===== config.mk =====
export PLATFORM = sky130hd
export DESIGN_NAME = boot_rom_map
export DESIGN_NICKNAME = d
export VERILOG_FILES = /design/src/rtl/boot_map_pkg.sv /design/src/rtl/rom_sig_seq.sv /design/src/rtl/rom_map.sv /design/src/rtl/boot_rom_map.sv
export SDC_FILE = /design/constraint.sdc
export NUM_CORES = 1
export LEC_CHECK = 0
export BUFFER_PORTS_ARGS = -buffer_cell sky130_fd_sc_hd__buf_2
export CAP_MARGIN = 20
export CORE_AREA = 2 2 40 60
export CTS_BUF_LIST = sky130_fd_sc_hd__clkbuf_8
export CTS_CLUSTER_SIZE = 10
export DETAILED_ROUTE_END_ITERATION = 12
export DIE_AREA = 0 0 42 62
export GPL_TIMING_DRIVEN = 1
export PLACE_DENSITY = 0.79
export SLEW_MARGIN = 20
export SYNTH_ARGS = -nofsm -noshare
export SYNTH_HDL_FRONTEND = slang
export SYNTH_SLANG_ARGS = --single-unit

===== constraint.sdc =====
create_clock -name clk -period 2.18 [get_ports clk]
set_input_delay 0.218 -clock clk [delete_from_list [all_inputs] [get_ports clk]]
set_output_delay 0.218 -clock clk [all_outputs]
set_load 0.02 [all_outputs]

===== src/rtl/boot_map_pkg.sv =====
// Shared types for the boot ROM mapper.
// Assumes: nothing beyond IEEE 1800-2017 enums.
package boot_map_pkg;

    // Program space map currently in force.
    typedef enum logic [1:0] {
        MAP_INT   = 2'd0,  // everything from on-chip ROM
        MAP_EXT   = 2'd1,  // everything from external ROM, full address
        MAP_SPLIT = 2'd2   // low part on-chip, upper part external
    } map_mode_e;

    // Signature sequencer state.
    typedef enum logic {
        SEQ_CHECK = 1'b0,
        SEQ_DONE  = 1'b1
    } seq_state_e;

endpackage


===== src/rtl/rom_sig_seq.sv =====
// Signature sequencer: after reset, when enabled, reads SIG_LEN bytes of
// the external ROM starting at SIG_BASE, one byte per cycle, and compares
// them with SIG_VAL (first byte in the most significant slot). It stops at
// the first mismatch. Assumes the external ROM answers combinationally.
module rom_sig_seq
    import boot_map_pkg::*;
#(
    parameter int ADDR_W  = 16,
    parameter int DATA_W  = 8,
    parameter int SIG_LEN = 4,
    parameter logic [ADDR_W-1:0] SIG_BASE = 16'hFFFC,
    parameter logic [SIG_LEN*DATA_W-1:0] SIG_VAL = 32'h89ABCDEF
) (
    input  logic              clk,
    input  logic              rst_n,
    input  logic              check_en_i,
    input  logic [DATA_W-1:0] xdata_i,
    output logic              busy_o,
    output logic [ADDR_W-1:0] sig_addr_o,
    output logic              done_o,
    output logic              match_o
);

    localparam int IDX_W = (SIG_LEN > 1) ? $clog2(SIG_LEN) : 1;
    localparam logic [IDX_W-1:0] LAST = IDX_W'(SIG_LEN - 1);

    seq_state_e        state_q;
    logic [IDX_W-1:0]  idx_q;
    logic              match_q;
    logic [DATA_W-1:0] want;

    // Expected byte for the current index.
    always_comb begin
        want = SIG_VAL[(SIG_LEN - 1 - int'(idx_q)) * DATA_W +: DATA_W];
    end

    // Walk the signature, stop on mismatch or after the last byte.
    always_ff @(posedge clk) begin
        if (!rst_n) begin
            state_q <= SEQ_CHECK;
            idx_q   <= '0;
            match_q <= 1'b0;
        end else if (state_q == SEQ_CHECK) begin
            if (!check_en_i || xdata_i != want) begin
                state_q <= SEQ_DONE;
            end else if (idx_q == LAST) begin
                state_q <= SEQ_DONE;
                match_q <= 1'b1;
            end else begin
                idx_q <= idx_q + IDX_W'(1);
            end
        end
    end

    assign busy_o     = (state_q == SEQ_CHECK) && check_en_i;
    assign sig_addr_o = SIG_BASE + ADDR_W'(idx_q);
    assign done_o     = (state_q == SEQ_DONE);
    assign match_o    = match_q;

    // consecutive read cycles step the address by one
    a_r6_addr_step: assert property (@(posedge clk) disable iff (!rst_n)
        ($past(rst_n) && busy_o && $past(busy_o)) |->
            sig_addr_o == $past(sig_addr_o) + ADDR_W'(1));

    // once made, the boot decision never reverts
    a_r7_done_sticky: assert property (@(posedge clk) disable iff (!rst_n)
        ($past(rst_n) && $past(done_o)) |-> done_o);

    // a finished check never changes its verdict
    a_r8_verdict_stable: assert property (@(posedge clk) disable iff (!rst_n)
        ($past(rst_n) && $past(done_o)) |-> $stable(match_o));

endmodule


===== src/rtl/rom_map.sv =====
// Fetch address decoder: steers an enabled fetch to the on-chip or the
// external ROM according to the map mode, or flags it as out of range.
// Assumes both ROMs return data combinationally from the address.
module rom_map
    import boot_map_pkg::*;
#(
    parameter int ADDR_W     = 16,
    parameter int DATA_W     = 8,
    parameter int PROG_BYTES = 49152,
    parameter int SPLIT_BASE = 32768,
    parameter int SPLIT_XW   = 14
) (
    input  logic              clk,
    input  logic              rst_n,
    input  logic              en_i,
    input  map_mode_e         mode_i,
    input  logic [ADDR_W-1:0] addr_i,
    input  logic              rd_i,
    input  logic [DATA_W-1:0] idata_i,
    input  logic [DATA_W-1:0] xdata_i,
    output logic              ird_o,
    output logic [ADDR_W-1:0] iaddr_o,
    output logic              xrd_o,
    output logic [ADDR_W-1:0] xaddr_o,
    output logic [DATA_W-1:0] data_o,
    output logic              oor_o
);

    localparam logic [ADDR_W:0] LIMIT = (ADDR_W + 1)'(PROG_BYTES);
    localparam logic [ADDR_W:0] SPLIT = (ADDR_W + 1)'(SPLIT_BASE);

    logic in_range;
    logic low_part;

    assign in_range = {1'b0, addr_i} < LIMIT;
    assign low_part = {1'b0, addr_i} < SPLIT;
    assign iaddr_o  = addr_i;

    // Select the source for this fetch and its external address.
    always_comb begin
        ird_o   = 1'b0;
        xrd_o   = 1'b0;
        xaddr_o = addr_i;
        data_o  = '1;
        oor_o   = 1'b0;
        if (en_i && rd_i) begin
            if (!in_range) begin
                oor_o = 1'b1;
            end else begin
                unique case (mode_i)
                    MAP_INT: begin
                        ird_o  = 1'b1;
                        data_o = idata_i;
                    end
                    MAP_SPLIT: begin
                        if (low_part) begin
                            ird_o  = 1'b1;
                            data_o = idata_i;
                        end else begin
                            xrd_o   = 1'b1;
                            xaddr_o = ADDR_W'(addr_i[SPLIT_XW-1:0]);
                            data_o  = xdata_i;
                        end
                    end
                    default: begin
                        xrd_o  = 1'b1;
                        data_o = xdata_i;
                    end
                endcase
            end
        end
    end

    // an out-of-range fetch strobes no ROM
    a_r5_oor_quiet: assert property (@(posedge clk) disable iff (!rst_n)
        oor_o |-> (!ird_o && !xrd_o));

    // a fetch has at most one outcome
    a_r4_one_source: assert property (@(posedge clk) disable iff (!rst_n)
        $onehot0({ird_o, xrd_o, oor_o}));

endmodule


===== src/rtl/boot_rom_map.sv =====
// Boot ROM mapper top: captures the boot strap during reset, runs the
// external signature check when booting on-chip, then decodes fetches.
// The external ROM bus belongs to the sequencer until the boot decision.
// Assumes synchronous active-low reset held for at least one clock.
module boot_rom_map
    import boot_map_pkg::*;
#(
    parameter int ADDR_W     = 16,
    parameter int DATA_W     = 8,
    parameter int PROG_BYTES = 49152,
    parameter int SPLIT_BASE = 32768,
    parameter int SPLIT_XW   = 14,
    parameter int SIG_LEN    = 4,
    parameter logic [ADDR_W-1:0] SIG_BASE = 16'hFFFC,
    parameter logic [SIG_LEN*DATA_W-1:0] SIG_VAL = 32'h89ABCDEF
) (
    input  logic              clk,
    input  logic              rst_n,
    input  logic              strap_ext_i,
    input  logic              split_en_i,
    input  logic [ADDR_W-1:0] fetch_addr_i,
    input  logic              fetch_rd_i,
    output logic [DATA_W-1:0] fetch_data_o,
    output logic              fetch_oor_o,
    output logic [ADDR_W-1:0] irom_addr_o,
    output logic              irom_rd_o,
    input  logic [DATA_W-1:0] irom_data_i,
    output logic [ADDR_W-1:0] xrom_addr_o,
    output logic              xrom_rd_o,
    input  logic [DATA_W-1:0] xrom_data_i,
    output logic              boot_done_o,
    output logic              boot_ext_o
);

    logic              strap_q;
    logic              seq_busy;
    logic [ADDR_W-1:0] seq_addr;
    logic              seq_done;
    logic              seq_match;
    map_mode_e         mode;
    logic              map_xrd;
    logic [ADDR_W-1:0] map_xaddr;

    // Capture the strap while reset is held, keep it afterwards.
    always_ff @(posedge clk) begin
        if (!rst_n) begin
            strap_q <= strap_ext_i;
        end
    end

    // Map mode from captured strap, control bit and signature verdict.
    always_comb begin
        if (!strap_q) begin
            mode = seq_match ? MAP_EXT : MAP_INT;
        end else begin
            mode = split_en_i ? MAP_SPLIT : MAP_EXT;
        end
    end

    rom_sig_seq #(
        .ADDR_W  (ADDR_W),
        .DATA_W  (DATA_W),
        .SIG_LEN (SIG_LEN),
        .SIG_BASE(SIG_BASE),
        .SIG_VAL (SIG_VAL)
    ) i_seq (
        .clk       (clk),
        .rst_n     (rst_n),
        .check_en_i(!strap_q),
        .xdata_i   (xrom_data_i),
        .busy_o    (seq_busy),
        .sig_addr_o(seq_addr),
        .done_o    (seq_done),
        .match_o   (seq_match)
    );

    rom_map #(
        .ADDR_W    (ADDR_W),
        .DATA_W    (DATA_W),
        .PROG_BYTES(PROG_BYTES),
        .SPLIT_BASE(SPLIT_BASE),
        .SPLIT_XW  (SPLIT_XW)
    ) i_map (
        .clk    (clk),
        .rst_n  (rst_n),
        .en_i   (seq_done),
        .mode_i (mode),
        .addr_i (fetch_addr_i),
        .rd_i   (fetch_rd_i),
        .idata_i(irom_data_i),
        .xdata_i(xrom_data_i),
        .ird_o  (irom_rd_o),
        .iaddr_o(irom_addr_o),
        .xrd_o  (map_xrd),
        .xaddr_o(map_xaddr),
        .data_o (fetch_data_o),
        .oor_o  (fetch_oor_o)
    );

    // External bus owner: sequencer during the check, decoder afterwards.
    assign xrom_addr_o = seq_busy ? seq_addr : map_xaddr;
    assign xrom_rd_o   = seq_busy | map_xrd;
    assign boot_done_o = seq_done;
    assign boot_ext_o  = seq_done && (mode == MAP_EXT);

    // captured strap holds once reset has been released
    a_r1_strap_hold: assert property (@(posedge clk) disable iff (!rst_n)
        $past(rst_n) |-> $stable(strap_q));

    // no fetch is served before the boot decision
    a_r9_quiet_before_done: assert property (@(posedge clk) disable iff (!rst_n)
        !boot_done_o |-> (!irom_rd_o && !fetch_oor_o));

    // the signature check always drives the external read strobe
    a_r6_bus_owner: assert property (@(posedge clk) disable iff (!rst_n)
        seq_busy |-> (xrom_rd_o && !irom_rd_o));

endmodule


==> results.tsv, run 1 <==
stage	metric	value	unit
cts	cts.path.max_buffers	2	
die	num_rows	21	
detailed_routing	ant_nets	0	
synthesis	yosysSeqAreaShare	16.8	%
timing	post-route-period-util	86.0	%
power	combPwrFrac	44.9	%
grt	grt_pass1_vias	670	
timing	fin_setup_tns	0	ps
die	die_y	62	µm
timing	slew_headroom	78.0	%
die	core	2130	µm²
timing	worstMarginPinSlew	328	ps
die	die_x	42	µm
detailed_routing	wl	1970	µm
power	power_frac_clock	34.2	%
timing	drv_slew	0	
placed_design	port_buffers	81	
final_layout	drive_gt1_share	61.7	%
final_layout	area_growth	57.1	%
synthesis	ys.flop_type	dfxtp_1	
timing	rsz0062_at_grt	false	
worst_setup_path	cp-start-kind	flip-flop	
detailed_routing	num_vias	893	
synthesis	synth-edff-count	1	
cts	insertion_delay	220	ps
die	top_level_ports	82	
grt	grt_pass1_wl	2880	µm
synthesis	synth_seq_cells	5	
detailed_routing	drc	0	
synthesis	synth_top_area_share	18.3	%
timing	min_period	1880	ps
worst_setup_path	worstPathArrival	2030	ps
cts	cts_tree	yes	
synthesis	yosysMostFrequentCell	nand2_1	
synthesis	synth_cells	97	
timing	fin_ws	304	ps
synthesis	synth_cell_type_count	30	
placed_design	hpwl	1660	µm
cts	cts_sinks	5	
worst_setup_path	cp-end-kind	flip-flop	
cts	post_cts_resized	0	
timing	hold_viol	0	
synthesis	syn-num-nets	135	
power	swShare	36.5	%
worst_setup_path	required	2330	ps
grt	antenna_found_initial	0	
final_layout	nets	206	
cts	postCtsSetupRepairBufs	0	
timing	skew	1.46	ps
hold_path	hold_path.class	input port to flip-flop	
die	start_util	30.8	%
synthesis	postSynthAreaPerCell	6.76	µm²
power	pwr-share-seq	21.0	%
power	leakage	0.562	nW
grt	grt_max_degree	11	
detailed_routing	via_per_inst	4.70	
placed_design	place_ws	319	ps
timing	setup_viol	0	
synthesis	ys_async_sr_fraction	0	%
cts	cts_made_buffers	3	
cts	cts_htree_levels	1	
detailed_routing	drtIter0Drc	4	
grt	grt-ovfl-total	0	
synthesis	synthTopCellsByCount	nand2_1 (20), buf_4 (16), or2_2 (13), nand3_1 (9)	
power	power_density	471	nW/µm²
synthesis	yosys.area.top_type	buf_4	
run	cap_viol_max_count	0	
detailed_routing	wl_per_cell	10.4	µm
placed_design	globalplace.congestion	0.763	
cts	clkTransAtPathRegs	40	ps
synthesis	synth_area_leaders	buf_4 (18%), or2_2 (12%), dfxtp_1 (12%)	
grt	grt_util_all_layers	14.6	%
worst_setup_path	rrSetupSlack	300	ps
power	ir_drop	0.000300	V
worst_setup_path	path_class	flip-flop to flip-flop	
timing	timing.fmax	0.533	GHz
power	p_switching	0.177	mW
cts	ctsRootBufferMaster	clkbuf_8	
synthesis	syn_area	656	µm²
synthesis	yosysWarnings	0	
die	fp.dieArea	2600	µm²
detailed_routing	dr.pass1.iters	4	
worst_setup_path	cp_max_fo	6	
cts	ctsHoldBuffers	0	
status	status	finished, final reports clean	
power	internal_power	0.308	mW
final_layout	diodes	0	
[cells in the final DEF (no fill, tap or decap), types with 2 or more instances in the layout]
| cell | count |
|---|---|
| a21oi_1 | 4 |
| buf_2 | 81 |
| buf_4 | 3 |
| clkbuf_8 | 3 |
| dfxtp_1 | 4 |
| inv_1 | 3 |
| mux2_2 | 2 |
| nand2_1 | 20 |
| nand3_1 | 9 |
| nor2_1 | 3 |
| nor3_1 | 2 |
| o31ai_1 | 2 |
| or2_2 | 13 |
[cells by family (layout without fill, tap and decap cells)]
group	after synthesis	after routing	share of synthesized area (%)
AND/OR/NAND/NOR	55	55	42.8
buffers and inverters	20	90	20.6
AO/OA/AOI/OAI	14	14	14.5
flip-flops	5	5	16.8
multiplexers	2	2	3.43
adder cells (fa/ha/maj)	1	1	1.91
[layer usage]
layer,up-vias,wire length (µm),global-route usage [%]
li1,455,-,-
met1,384,672,14.9
met2,50,1030,27.2
met3,4,224,4.05
met4,0,39,8.29
met5,-,0,0
[sequential cells by signal, summed over array words and instances, names as in the netlist]
signal,cells
i_seq.idx_q,2
strap_q,1
i_seq.done_o,1
i_seq.match_o,1
[worst max-delay path, cell delays in order, from the launching register on]
cell,delay [ps]
dfxtp_1,340
or3_1,380
a221o_1,420
or4b_1,520
a21oi_1,140
[final timing paths]
kind                   from             end  depth (start not counted)
min reg2reg   i_seq.match_o   i_seq.match_o                          1
max          i_seq.idx_q[0]  i_seq.idx_q[1]                          4
max reg2reg  i_seq.idx_q[0]  i_seq.idx_q[1]                          4
min             strap_ext_i         strap_q                          1
[layout make-up]
class / count / area, µm²
fill: 228 / 1100
timing repair buffer: 84 / 428
multi-input combinational: 72 / 410
sequential: 5 / 110
clock buffer: 3 / 41.3
tap: 23 / 28.8
inverter: 2 / 7.51
clock inverter: 1 / 3.75
[power groups by stage]
stage	combinational [mW]	sequential [mW]	clock [mW]
floorplan	0.145	0.103	0
detailed placement	0.220	0.103	0
global placement	0.219	0.103	0
global route	0.238	0.102	0.175
finish	0.217	0.102	0.166
CTS	0.220	0.102	0.168
[per-stage QoR]
| stage | total power, mW | std cells | hold slack [ps] | instance area (µm²) | util [%] |
|---|---|---|---|---|---|
| detailed placement | 0.323 | 186 | 399 | 985 | 46.3 |
| CTS | 0.490 | 190 | 174 | 1030 | 48.4 |
| floorplan | 0.248 | 97 | 317 | 656 | - |
| global placement | 0.321 | 186 | 396 | 985 | 46.3 |
| global route | 0.516 | 190 | 174 | 1030 | 48.4 |
| finish | 0.485 | 190 | 176 | 1030 | 48.4 |
No activity file was read; power rests on OpenSTA's default activity.
==> inputs of run 2 (changes only) <==
--- a/config.mk
+++ b/config.mk
@@ -5,13 +5,14 @@
 export SDC_FILE = /design/constraint.sdc
 export NUM_CORES = 1
 export LEC_CHECK = 0
+export ABC_AREA = 1
 export BUFFER_PORTS_ARGS = -buffer_cell sky130_fd_sc_hd__buf_2
 export CAP_MARGIN = 20
-export CORE_AREA = 2 2 40 60
+export CORE_AREA = 2 2 41 62
 export CTS_BUF_LIST = sky130_fd_sc_hd__clkbuf_8
-export CTS_CLUSTER_SIZE = 10
+export CTS_CLUSTER_SIZE = 16
 export DETAILED_ROUTE_END_ITERATION = 12
-export DIE_AREA = 0 0 42 62
+export DIE_AREA = 0 0 43 64
 export GPL_TIMING_DRIVEN = 1
 export PLACE_DENSITY = 0.79
 export SLEW_MARGIN = 20
==> run 2 against run 1 <==
Effect of this change:
- flip-flop and latch count unchanged
- setup slack improved by 130 ps
- hold slack got worse by 2.6 ps
==> results.tsv, run 2 <==
stage	metric	value	unit	change
worst_setup_path	cp-end-kind	output pin		
final_layout	largest_register_ffs	2		unchanged
worst_setup_path	rr_worst_depth	7		+3
synthesis	synth_top_area_share	16.1	%	-2.3 points
placed_design	dp.cells	215		+16%
cts	post_cts_resized	0		unchanged
placed_design	globalplace.congestion	0.818		+7.2%
power	p_switching	0.181	mW	+2.3%
detailed_routing	via_per_inst	4.64		-1.3%
power	power_density	437	nW/µm²	-7.0%
power	combPwrFrac	44.2	%	-0.7 points
final_layout	top_register	i_seq.idx_q		
worst_setup_path	cp-start-kind	flip-flop		
synthesis	yosysWarnings	0		unchanged
worst_setup_path	required	1960	ps	-370 ps
worst_setup_path	worstPathArrival	1520	ps	-510 ps
cts	cts_sinks	5		unchanged
power	swShare	37.5	%	+0.96 points
cts	ctsRootBufferMaster	clkbuf_8		
worst_setup_path	cp_max_fo	9		+3
power	leakage	0.638	nW	+14%
detailed_routing	wl	2040	µm	+3.5%
worst_setup_path	rrSetupSlack	820	ps	+520 ps
synthesis	synth-edff-count	1		unchanged
timing	fin_setup_tns	0	ps	unchanged
final_layout	diodes	0		unchanged
grt	grt_util_all_layers	15.2	%	+0.51 points
die	top_level_ports	82		unchanged
die	start_util	33.9	%	+3.1 points
detailed_routing	wl_per_cell	9.31	µm	-10%
synthesis	yosysMostFrequentCell	nand2_1		
synthesis	synthTopCellsByCount	nand2_1 (29), inv_1 (24), buf_4 (16), or2_2 (13), nor2_1 (9)		
die	num_rows	21		unchanged
synthesis	synth_cell_type_count	21		-30%
synthesis	ys_async_sr_fraction	0	%	unchanged
synthesis	yosysSeqAreaShare	14.7	%	-2.1 points
detailed_routing	ant_nets	0		unchanged
timing	drv_slew	0		unchanged
synthesis	synth_area_leaders	buf_4 (16%), nand2_1 (15%), inv_1 (12%)		
worst_setup_path	critPathSlowestCell	edfxtp_1		
grt	grt_max_degree	17		+6
worst_setup_path	path_buf_inv	2		+2
worst_setup_path	max_stage_delay	460	ps	-60 ps
timing	post-route-period-util	79.9	%	-6.1 points
timing	rsz0062_at_grt	false		
synthesis	synth_seq_cells	5		unchanged
final_layout	mostFrequentLayoutCells	buf_2 (81), nand2_1 (29), inv_1 (25)		
timing	worstMarginPinSlew	383	ps	+54.4 ps
cts	cts.path.max_buffers	2		unchanged
detailed_routing	drc	0		unchanged
final_layout	nets	235		+14%
power	pwr-share-seq	21.1	%	about the same
final_layout	mostFrequentLayoutCell	buf_2		
die	core	2210	µm²	+3.7%
hold_path	hold_path.class	input port to flip-flop		
power	ir_drop	0.000175	V	-41%
timing	min_period	1740	ps	-133 ps
final_layout	final_cells	219		+15%
timing	hold_viol	0		unchanged
cts	ctsHoldBuffers	0		unchanged
synthesis	syn-num-nets	166		+23%
timing	hold-worst-slack	173	ps	-2.63 ps
cts	cts_made_buffers	3		unchanged
worst_setup_path	cp.depth	6		+2
hold_path	holdPathStages	1		unchanged
grt	grt_pass1_wl	3290	µm	+14%
die	die_x	43	µm	+2.4%
final_layout	drive_gt1_share	53.6	%	-8.1 points
synthesis	yosys.area.top_type	buf_4		
placed_design	port_buffers	81		unchanged
detailed_routing	num_vias	1016		+14%
synthesis	syn_area	748	µm²	+14%
worst_setup_path	path_class	flip-flop to output pin		
power	power_frac_clock	34.8	%	+0.6 points
cts	insertion_delay	220	ps	about the same
detailed_routing	drtIter0Drc	11		+7
grt	grt-ovfl-total	0		unchanged
placed_design	hpwl	1790	µm	+7.9%
final_layout	final_core_util	50.0	%	+1.6 points
final_layout	area_growth	47.5	%	
worst_setup_path	critPathTopFamily	flip-flops		
cts	postCtsSetupRepairBufs	0		unchanged
cts	cts_tree	yes		
synthesis	synth_cells	128		+32%
grt	grt_pass1_vias	870		+30%
die	die_y	64	µm	+3.2%
run	cap_viol_max_count	0		unchanged
die	fp.dieArea	2750	µm²	+5.7%
cts	clkTransAtPathRegs	30	ps	about the same
status	status	finished, final reports clean		
power	internal_power	0.302	mW	-1.9%
grt	antenna_found_initial	0		unchanged
detailed_routing	dr.pass1.iters	3		-1
synthesis	postSynthAreaPerCell	5.85	µm²	-14%
cts	cts_htree_levels	1		unchanged
timing	timing.fmax	0.574	GHz	+7.6%
timing	slew_headroom	74.5	%	-3.5 points
timing	setup_viol	0		unchanged
synthesis	ys.flop_type	dfxtp_1		
worst_setup_path	crit_chain	nand2_1 -> nor2_1 -> o21ai_2 -> o22ai_1 -> inv_1 -> buf_2		
timing	skew	1.12	ps	-0.344 ps
-- run 2: cell types whose count changed in the layout (fill, tap and decap cells not counted), moves of 2 or more --
cell / before / now
o22ai_1: 1 / 8
nand4_1: 0 / 2
nand3_1: 9 / 6
a21oi_1: 4 / 2
inv_1: 3 / 25
o31ai_1: 2 / 0
nor3_1: 2 / 0
nand2_1: 20 / 29
mux2_2: 2 / 0
nor2_1: 3 / 9
buf_4: 3 / 0
nand3_2: 0 / 2
o21ai_0: 1 / 4
-- run 2: final timing paths --
check / from / end
max reg2reg: strap_q / i_seq.idx_q[1]
min: strap_ext_i / strap_q
max: strap_q / fetch_data_o[3]
min reg2reg: i_seq.match_o / i_seq.match_o
-- run 2: worst register-to-register path, delay by kind of cell, from the launching register on --
family	cells	cell delay (ps)
flip-flops	1	460
buffers and inverters	1	40
AND/OR/NAND/NOR	6	800
-- run 2: power groups by stage --
| stage | registers [mW] | logic, mW | clock network (mW) |
|---|---|---|---|
| final | 0.102 | 0.213 | 0.168 |
| after floorplan | 0.104 | 0.144 | 0 |
| after detailed placement | 0.103 | 0.215 | 0 |
| after global placement | 0.103 | 0.214 | 0 |
| after CTS | 0.102 | 0.216 | 0.168 |
| after global routing | 0.102 | 0.233 | 0.176 |
-- run 2: layout make-up --
cell class / instances / area [µm²]
flip-flops and latches: 5 / 110
fillers: 259 / 1100
multi-input cells: 81 / 420
repair buffers: 81 / 405
clock buffers: 3 / 41.3
well taps: 23 / 28.8
clock inverters: 1 / 3.75
inverters: 25 / 93.8
-- run 2: layer usage --
metal  global-route usage, %  vias up  routed length [µm]
li1                        -      520                   -
met1                    13.5      424                 691
met2                    29.9       70                1020
met3                    4.80        2                 315
met4                    5.68        0                  14
met5                       0        -                   0
-- run 2: cells by family after synthesis --
group	count (synthesis)	synth area share [%]
adders and majority gates	1	1.67
buffers and inverters	42	29.1
DFF	5	14.7
and+or+nand+nor	64	41.5
AOI/OAI and AO/OA	16	13.0
-- run 2: per-stage QoR --
stage	area, µm²	setup WS (ps)	power (mW)
global route	1100	228	0.511
detailed placement	1060	673	0.318
finish	1100	437	0.483
floorplan	748	748	0.248
global placement	1060	698	0.317
CTS	1100	436	0.486
==> inputs of run 3 (changes only) <==
==> constraint.sdc (replaced) <==
create_clock -name clk -period 1.8 [get_ports clk]
set_input_delay 0.18 -clock clk [delete_from_list [all_inputs] [get_ports clk]]
set_output_delay 0.18 -clock clk [all_outputs]
set_load 0.02 [all_outputs]
==> run 3 against run 2 <==
Effect of this change:
- flip-flop and latch count unchanged
- critical path depth is the same
- combinational power grew 30%
- count of clock-buffer cells in the layout did not move
- first-iteration DRC count shrank 64%
- clock skew rose by 1.3 ps
- global-route usage is essentially flat
- final cell count is 0.91% higher
- wire length rose by 10%
- power grew 25%
- core utilization up 2.8 points
- critical endpoint unchanged
- largest cell class unchanged
==> results.tsv, run 3 (synthesized netlist as in run 2, its figures left out) <==
stage	metric	value	unit	change
status	status	finished, final reports clean		
worst_setup_path	worstPathArrival	1510	ps	about the same
power	ir_drop	0.000288	V	+64%
cts	cts_sinks	5		unchanged
power	power_density	519	nW/µm²	+19%
cts	cts.path.max_buffers	2		unchanged
timing	worstMarginPinSlew	306	ps	-77.1 ps
worst_setup_path	rr_worst_depth	7		unchanged
worst_setup_path	cp_max_fo	4		-5
cts	clkTransAtPathRegs	30	ps	about the same
cts	cts_tree	yes		
power	leakage	0.660	nW	+3.5%
cts	insertion_delay	220	ps	about the same
final_layout	final_area	1160	µm²	+5.6%
cts	ctsHoldBuffers	0		unchanged
detailed_routing	dr.pass1.iters	3		unchanged
timing	skew	2.43	ps	+1.31 ps
worst_setup_path	required	1620	ps	-340 ps
worst_setup_path	cp-start-kind	flip-flop		
detailed_routing	via_per_inst	4.70		+1.3%
detailed_routing	wl_per_cell	10.1	µm	+9.1%
worst_setup_path	r2r_start	strap_q		
timing	timing.fmax	0.593	GHz	
grt	grt_pass1_wl	3200	µm	-2.7%
die	die_x	43	µm	unchanged
die	die_y	64	µm	unchanged
final_layout	largest_register_ffs	2		unchanged
final_layout	final_core_util	52.8	%	+2.8 points
placed_design	place_area	1060	µm²	unchanged
hold_path	min_from	strap_ext_i		
timing	hold_viol	0		unchanged
timing	min_period	1690	ps	
worst_setup_path	r2r_end	i_seq.idx_q[1]		
timing	slew_headroom	79.6	%	+5.1 points
final_layout	mostFrequentLayoutCell	buf_2		
final_layout	diodes	0		unchanged
die	top_level_ports	82		unchanged
final_layout	nFillCells	240		-7.3%
final_layout	top_register	i_seq.idx_q		
run	cap_viol_max_count	0		unchanged
final_layout	nets	237		+0.85%
worst_setup_path	max_stage_delay	400	ps	-60 ps
timing	rsz0062_at_grt	false		
placed_design	place_ws	321	ps	-352 ps
final_layout	drive_gt1_share	57.1	%	+3.5 points
placed_design	port_buffers	81		unchanged
placed_design	globalplace.congestion	0.769		-5.9%
detailed_routing	wl	2240	µm	+10%
worst_setup_path	critPathSlowestCell	dfxtp_1		
detailed_routing	drc	0		unchanged
grt	grt_util_all_layers	15.1	%	-0.048 points
die	core	2210	µm²	unchanged
cts	cts_htree_levels	1		unchanged
detailed_routing	drtIter0Drc	4		-7
worst_setup_path	crit_chain	nand2_1 -> a21oi_4 -> nand2_2 -> o22ai_1 -> inv_1 -> buf_2		
cts	cts_made_buffers	3		unchanged
worst_setup_path	rrSetupSlack	430	ps	-390 ps
final_layout	mostFrequentLayoutCells	buf_2 (81), nand2_1 (28), inv_1 (25)		
timing	fin_setup_tns	0	ps	unchanged
detailed_routing	ant_nets	0		unchanged
worst_setup_path	path_class	flip-flop to output pin		
timing	hold-worst-slack	137	ps	-36.4 ps
die	start_util	33.9	%	unchanged
die	num_rows	21		unchanged
timing	setup_viol	0		unchanged
grt	antenna_found_initial	0		unchanged
hold_path	hold_path.class	input port to flip-flop		
hold_path	holdPathEnd	strap_q		
worst_setup_path	cp-end-kind	output pin		
power	finalPower	0.605	mW	+25%
timing	post-route-period-util	93.7	%	
final_layout	final_cells	221		+0.91%
placed_design	hpwl	1810	µm	+1.0%
grt	grt_max_degree	17		unchanged
hold_path	holdPathStages	1		unchanged
grt	grt_pass1_vias	850		-2.3%
timing	fin_ws	113	ps	-324 ps
final_layout	area_growth	55.7	%	
detailed_routing	num_vias	1039		+2.3%
grt	grt-ovfl-total	0		unchanged
placed_design	dp.cells	215		unchanged
cts	ctsRootBufferMaster	clkbuf_8		
timing	drv_slew	0		unchanged
die	fp.dieArea	2750	µm²	unchanged
run 3: changes by cell type in the layout (fill, tap and decap cells not counted), sizes merged:
cell,previous run,this run
buf,81,82
nand2,30,31
run 3: where the power goes:
part | internal, mW | switching, mW
sequential | 0.118 | 0.00513
clock | 0.147 | 0.0588
combinational | 0.106 | 0.169
run 3: repair_timing:
item	4_1_cts	5_1_grt
setup buffers	0	1
setup endpoints to repair	0	8
gates resized for setup	0	11
run 3: worst max-delay path, delay by kind of cell, from the launching register on:
kind,cells,cell delay [ps]
buffers and inverters,2,200
and+or+nand+nor,2,280
DFF,1,400
AOI/OAI and AO/OA,2,400
run 3: worst max-delay path by stage:
stage	start	to	slack, ps	cells past startpoint
finish	i_seq.done_o	fetch_data_o[3]	110	6
global route	i_seq.done_o	fetch_data_o[2]	9	6
CTS	strap_q	fetch_data_o[5]	80	6
detailed placement	strap_q	fetch_data_o[5]	320	6
global placement	strap_q	fetch_data_o[1]	350	6
floorplan	strap_q	xrom_addr_o[0]	410	3
run 3: final cells by class:
type / count / area (µm²) / area share, %
timing repair buffer: 82 / 413 / 35.4
clock buffer: 3 / 41.3 / 3.54
tap: 23 / 28.8 / 2.47
clock inverter: 1 / 3.75 / 0.322
multi-input combinational: 82 / 474 / 40.7
sequential: 5 / 110 / 9.45
inverter: 25 / 93.8 / 8.06
run 3: per-layer routing:
layer,vias up,global-route usage [%],part of all wire [%]
met1,439,13.6,35
li1,524,-,-
met3,5,3.95,13
met5,-,0,0
met2,71,29.7,51
met4,0,6.82,1.5
